[src/rtl/scan_pkg.sv]
package scan_pkg;

  // Sampled shift configuration.
  typedef struct packed {
    logic fwd;   // 1 = forward shifting
    logic full;  // 1 = all stages active
  } scan_cfg_t;

  localparam scan_cfg_t SCAN_CFG_DEFAULT = '{fwd: 1'b1, full: 1'b1};

endpackage

[src/rtl/scan_cfg_reg.sv]
module scan_cfg_reg
  import scan_pkg::*;
(
  input  logic      clk,
  input  logic      rst,
  input  logic      dir_fwd,
  input  logic      len_full,
  output scan_cfg_t cfg
);

  // The configuration is captured on every edge, reset included, so the
  // enables match the pins as soon as reset is released.
  always_ff @(posedge clk) begin
    if (rst) begin
      cfg.fwd  <= dir_fwd;
      cfg.full <= len_full;
    end else begin
      cfg.fwd  <= dir_fwd;
      cfg.full <= len_full;
    end
  end

endmodule

[src/rtl/scan_stage_array.sv]
module scan_stage_array #(
  parameter int NUM_STAGES = 65
) (
  input  logic                  clk,
  input  logic                  rst,
  input  logic                  shift_fwd,
  input  logic                  a_in,
  input  logic                  b_in,
  output logic [NUM_STAGES-1:0] q
);

  localparam int LAST = NUM_STAGES - 1;

  logic [NUM_STAGES-1:0] nxt;

  // Each stage picks its lower or upper neighbour. The end stages pick a port.
  for (genvar i = 0; i < NUM_STAGES; i++) begin : g_stage
    logic from_lo;
    logic from_hi;
    if (i == 0) begin : g_lo_port
      assign from_lo = a_in;
    end else begin : g_lo_stage
      assign from_lo = q[i-1];
    end
    if (i == LAST) begin : g_hi_port
      assign from_hi = b_in;
    end else begin : g_hi_stage
      assign from_hi = q[i+1];
    end
    assign nxt[i] = shift_fwd ? from_lo : from_hi;
  end

  always_ff @(posedge clk) begin
    if (rst) q <= '0;
    else     q <= nxt;
  end

  // reset leaves every stage at 0
  p_reset_clear_r1: assert property (@(posedge clk) $past(rst) |-> (q == '0));

  // forward entry from port A and upward movement
  p_fwd_entry_r2: assert property (@(posedge clk) disable iff (rst)
    (!$past(rst) && $past(shift_fwd)) |->
      (q[0] == $past(a_in)) && (q[LAST:1] == $past(q[LAST-1:0])));

  // reverse entry from port B and downward movement
  p_rev_entry_r3: assert property (@(posedge clk) disable iff (rst)
    (!$past(rst) && !$past(shift_fwd)) |->
      (q[LAST] == $past(b_in)) && (q[LAST-1:0] == $past(q[LAST:1])));

endmodule

[src/rtl/scan_port_ctrl.sv]
module scan_port_ctrl
  import scan_pkg::*;
#(
  parameter int NUM_STAGES = 65
) (
  input  logic                  clk,
  input  logic                  rst,
  input  scan_cfg_t             cfg,
  input  logic [NUM_STAGES-1:0] q,
  output logic                  a_out,
  output logic                  a_oe,
  output logic                  b_out,
  output logic                  b_oe,
  output logic [NUM_STAGES-1:0] drop_hiz
);

  localparam int LAST     = NUM_STAGES - 1;
  localparam int FWD_TAP  = LAST - 1;   // forward short mode output stage
  localparam int REV_TAP  = 1;          // reverse short mode output stage

  logic fwd_tap_bit;
  logic rev_tap_bit;

  always_comb begin
    fwd_tap_bit = cfg.full ? q[LAST] : q[FWD_TAP];
    rev_tap_bit = cfg.full ? q[0]    : q[REV_TAP];
    b_oe  = cfg.fwd;
    a_oe  = ~cfg.fwd;
    b_out = cfg.fwd  ? fwd_tap_bit : 1'b0;
    a_out = ~cfg.fwd ? rev_tap_bit : 1'b0;
    drop_hiz = '0;
    if (!cfg.full) begin
      if (cfg.fwd) drop_hiz[LAST] = 1'b1;
      else         drop_hiz[0]    = 1'b1;
    end
  end

  // at most one output dropped at any time
  p_drop_onehot_r6: assert property (@(posedge clk) disable iff (rst)
    $onehot0(drop_hiz));

  // a disabled port never drives a one
  p_idle_low_r8: assert property (@(posedge clk) disable iff (rst)
    (!a_oe |-> !a_out) and (!b_oe |-> !b_out));

endmodule

[src/rtl/scan_shift_chain.sv]
module scan_shift_chain
  import scan_pkg::*;
#(
  parameter int NUM_STAGES = 65
) (
  input  logic                  clk,
  input  logic                  rst,
  input  logic                  dir_fwd,
  input  logic                  len_full,
  input  logic                  a_in,
  output logic                  a_out,
  output logic                  a_oe,
  input  logic                  b_in,
  output logic                  b_out,
  output logic                  b_oe,
  output logic [NUM_STAGES-1:0] stage_q,
  output logic [NUM_STAGES-1:0] drop_hiz
);

  scan_cfg_t cfg;

  scan_cfg_reg u_cfg (
    .clk      (clk),
    .rst      (rst),
    .dir_fwd  (dir_fwd),
    .len_full (len_full),
    .cfg      (cfg)
  );

  scan_stage_array #(.NUM_STAGES(NUM_STAGES)) u_stages (
    .clk       (clk),
    .rst       (rst),
    .shift_fwd (dir_fwd),
    .a_in      (a_in),
    .b_in      (b_in),
    .q         (stage_q)
  );

  scan_port_ctrl #(.NUM_STAGES(NUM_STAGES)) u_ports (
    .clk      (clk),
    .rst      (rst),
    .cfg      (cfg),
    .q        (stage_q),
    .a_out    (a_out),
    .a_oe     (a_oe),
    .b_out    (b_out),
    .b_oe     (b_oe),
    .drop_hiz (drop_hiz)
  );

  // enables reflect the direction sampled at the last edge
  p_cfg_at_edge_r8: assert property (@(posedge clk) disable iff (rst)
    (b_oe == $past(dir_fwd)) && (a_oe == !$past(dir_fwd)));

endmodule

[config.mk]
export PLATFORM = sky130hd
export DESIGN_NAME = scan_shift_chain
export DESIGN_NICKNAME = d
export VERILOG_FILES = /design/src/rtl/scan_pkg.sv /design/src/rtl/scan_cfg_reg.sv /design/src/rtl/scan_stage_array.sv /design/src/rtl/scan_port_ctrl.sv /design/src/rtl/scan_shift_chain.sv
export SDC_FILE = /design/constraint.sdc
export NUM_CORES = 1
export LEC_CHECK = 0
export BUFFER_PORTS_ARGS = -buffer_cell sky130_fd_sc_hd__buf_2
export CAP_MARGIN = 20
export CORE_MARGIN = 2
export CORE_UTILIZATION = 49
export DETAILED_ROUTE_END_ITERATION = 12
export PLACE_DENSITY = 0.9
export SLEW_MARGIN = 10
export SYNTH_ARGS = -nofsm -noshare
export SYNTH_HDL_FRONTEND = slang
export SYNTH_SLANG_ARGS = --single-unit
export TNS_END_PERCENT = 100
[constraint.sdc]
create_clock -name clk -period 1.7 [get_ports clk]
set_input_delay 0.17 -clock clk [delete_from_list [all_inputs] [get_ports clk]]
set_output_delay 0.17 -clock clk [all_outputs]
set_load 0.1 [all_outputs]
==> results.cfg <==
[outcome]
outcome = finished clean

[finish]
multiInputGateArea_mm2 = 0.00119
diodes = 0
fin_nets = 363
drive_gt1_frac = 0.271
final_common_cell = buf_2
filler_cell_count = 544
layout_common_cells = 75 x buf_2, 67 x mux2i_1, 66 x nor2_1
synthToLayoutAreaGrowth_pct = 12.7
regArea_mm2 = 0.00135
final_cells = 436

[detailed_routing]
drtIter0Drc = 41
drtAntennaViolNets = 0
drc = 0
avgRoutedWirePerCell_um = 11.6
routed_wirelength_um = 5070
first_pass_iters = 4
via_count = 1925
via_per_inst = 4.42

[global_routing]
grt_first_pass_wirelength_um = 7500
grt_max_degree = 67
antenna_found_initial = 0
first_global_vias = 1665
overflow = 0
track_usage = 0.150

[die]
dieArea_mm2 = 0.00654
pin_count = 140
row_count = 28
dieHeight_um = 80.9
die_w_um = 80.9
core-area_mm2 = 0.00582
start_util = 0.498

[pwr]
finalPower_mw = 3.67
irDropWorstVdd_mv = 0.525
cellPowerDensity_mw_per_mm2 = 1120
p_leak_nw = 1.77

[setup_path]
crit_fanout = 4
crit_arrival_ns = 1.45
critPathKind = flop to output pin
path_buf_inv = 1
startpoint_type = flop
endpoint_kind = output pin
crit_path_top_delay_cell = dfxtp_1
cp.required_ns = 1.53
critPathTopFamily = flip-flops
max_stage_delay_ns = 0.45
critical_path.cell_chain = mux2i_1 > nor2_4 > buf_2

[clocking]
cts_inserted_buffers = 9
path_clk_slew_ns = 0.07
cts_hold_buf = 1
cts_setup_buffers = 0
cts.sinks = 67
cts_buffer_depth = 2
tritoncts = built
cts_root_buf = clkbuf_8
worstSkewPairLatency_ns = 0.33
ctsResizeCount = 0
cts.htree.levels = 3

[timing]
max_freq_mhz = 617
rsz0062_at_grt = false
drv_slew = 0
hold_viol_final = 0
skew_ns = 0.0102
setup-violations-final = 0
finalCritPeriodShare = 0.954
period_needed_ns = 1.62
fin_hold_ws_ns = 0.0833

[logic_synthesis]
yosysWarningCount = 0
synth_area_mm2 = 0.00290
synth.area.top_cells = dfxtp_1 46%, mux2i_1 23%, buf_4 17%
ys_ff_latch = 67
syn_inst = 282
synth_top_area_frac = 0.463
syn_avg_cell_area_um2 = 10.3
yosysSeqAreaShare = 0.463
yosysTopAreaCell = dfxtp_1
yosys.cell_types.count = 11

[worst_hold_path]
hold_path_class = input pin to flop

[placed_design]
post-place-cells = 420
portBuffers = 76
routabilityCongestion = 0.673
dp_hpwl_um = 3590

[run]
maxCapViolCount = 0
-- registers in the layout (all words and copies together), names as in the netlist --
name	cells
u_stages.q	65
u_cfg.cfg	2
-- through the flow --
step	instance area, µm²	TNS, ns	worst slack [ns]	util
detailed placement	3060	0	0.418	0.526
global route	3260	0	0.0199	0.561
finish	3260	0	0.0787	0.561
floorplan	3160	-0.759	-0.266	-
global placement	3060	0	0.436	0.526
CTS	3260	0	0.0594	0.561
-- final cells by class --
type	count	share of cell area
inverter	1	0.00230
clock buffer	13	0.0487
multi-input combinational	199	0.364
clock inverter	2	0.0107
timing repair buffer	79	0.133
sequential	67	0.413
tap	75	0.0287
-- routing by layer --
layer,vias up,part of all wire,GRT usage
li1,934,-,-
met1,907,0.43,0.169
met2,80,0.49,0.256
met3,4,0.076,0.0567
met4,0,0.0077,0.0610
met5,-,0,0
-- kinds of logic after synthesis --
family        count (synthesis)  share of synthesized area
other cells                   1                    0.00129
mux                          67                      0.231
buf+inv                      78                      0.215
flops                        67                      0.463
simple gates                 69                     0.0894
-- tightest hold or removal path, cell delays in order --
cell and delay (ns):
buf_2 0.08, mux2i_1 0.06, nor2_1 0.07
-- report_power, final --
group	internal (mW)	leakage [nW]	switching (mW)
registers	1.58	0.542	0.00813
clock network	0.749	0.0995	0.527
logic	0.0580	1.13	0.749
total	2.38	1.77	1.28
-- cells in the mapped netlist (all sizes together) --
cell type / instances
buf: 75
nor2: 69
dfxtp: 67
mux2i: 67
clkbuf: 2
conb: 1
inv: 1
-- worst paths after layout --
kind | end | cells past startpoint | start | slack, ns
max | b_out | 3 | u_cfg.cfg[0] | 0.08
min | u_stages.q[0] | 3 | a_in | 0.08
max reg2reg | u_stages.q[60] | 2 | u_stages.q[61] | 1.02
min reg2reg | u_stages.q[63] | 2 | u_stages.q[64] | 0.52
(Power assumes the default switching activity.)
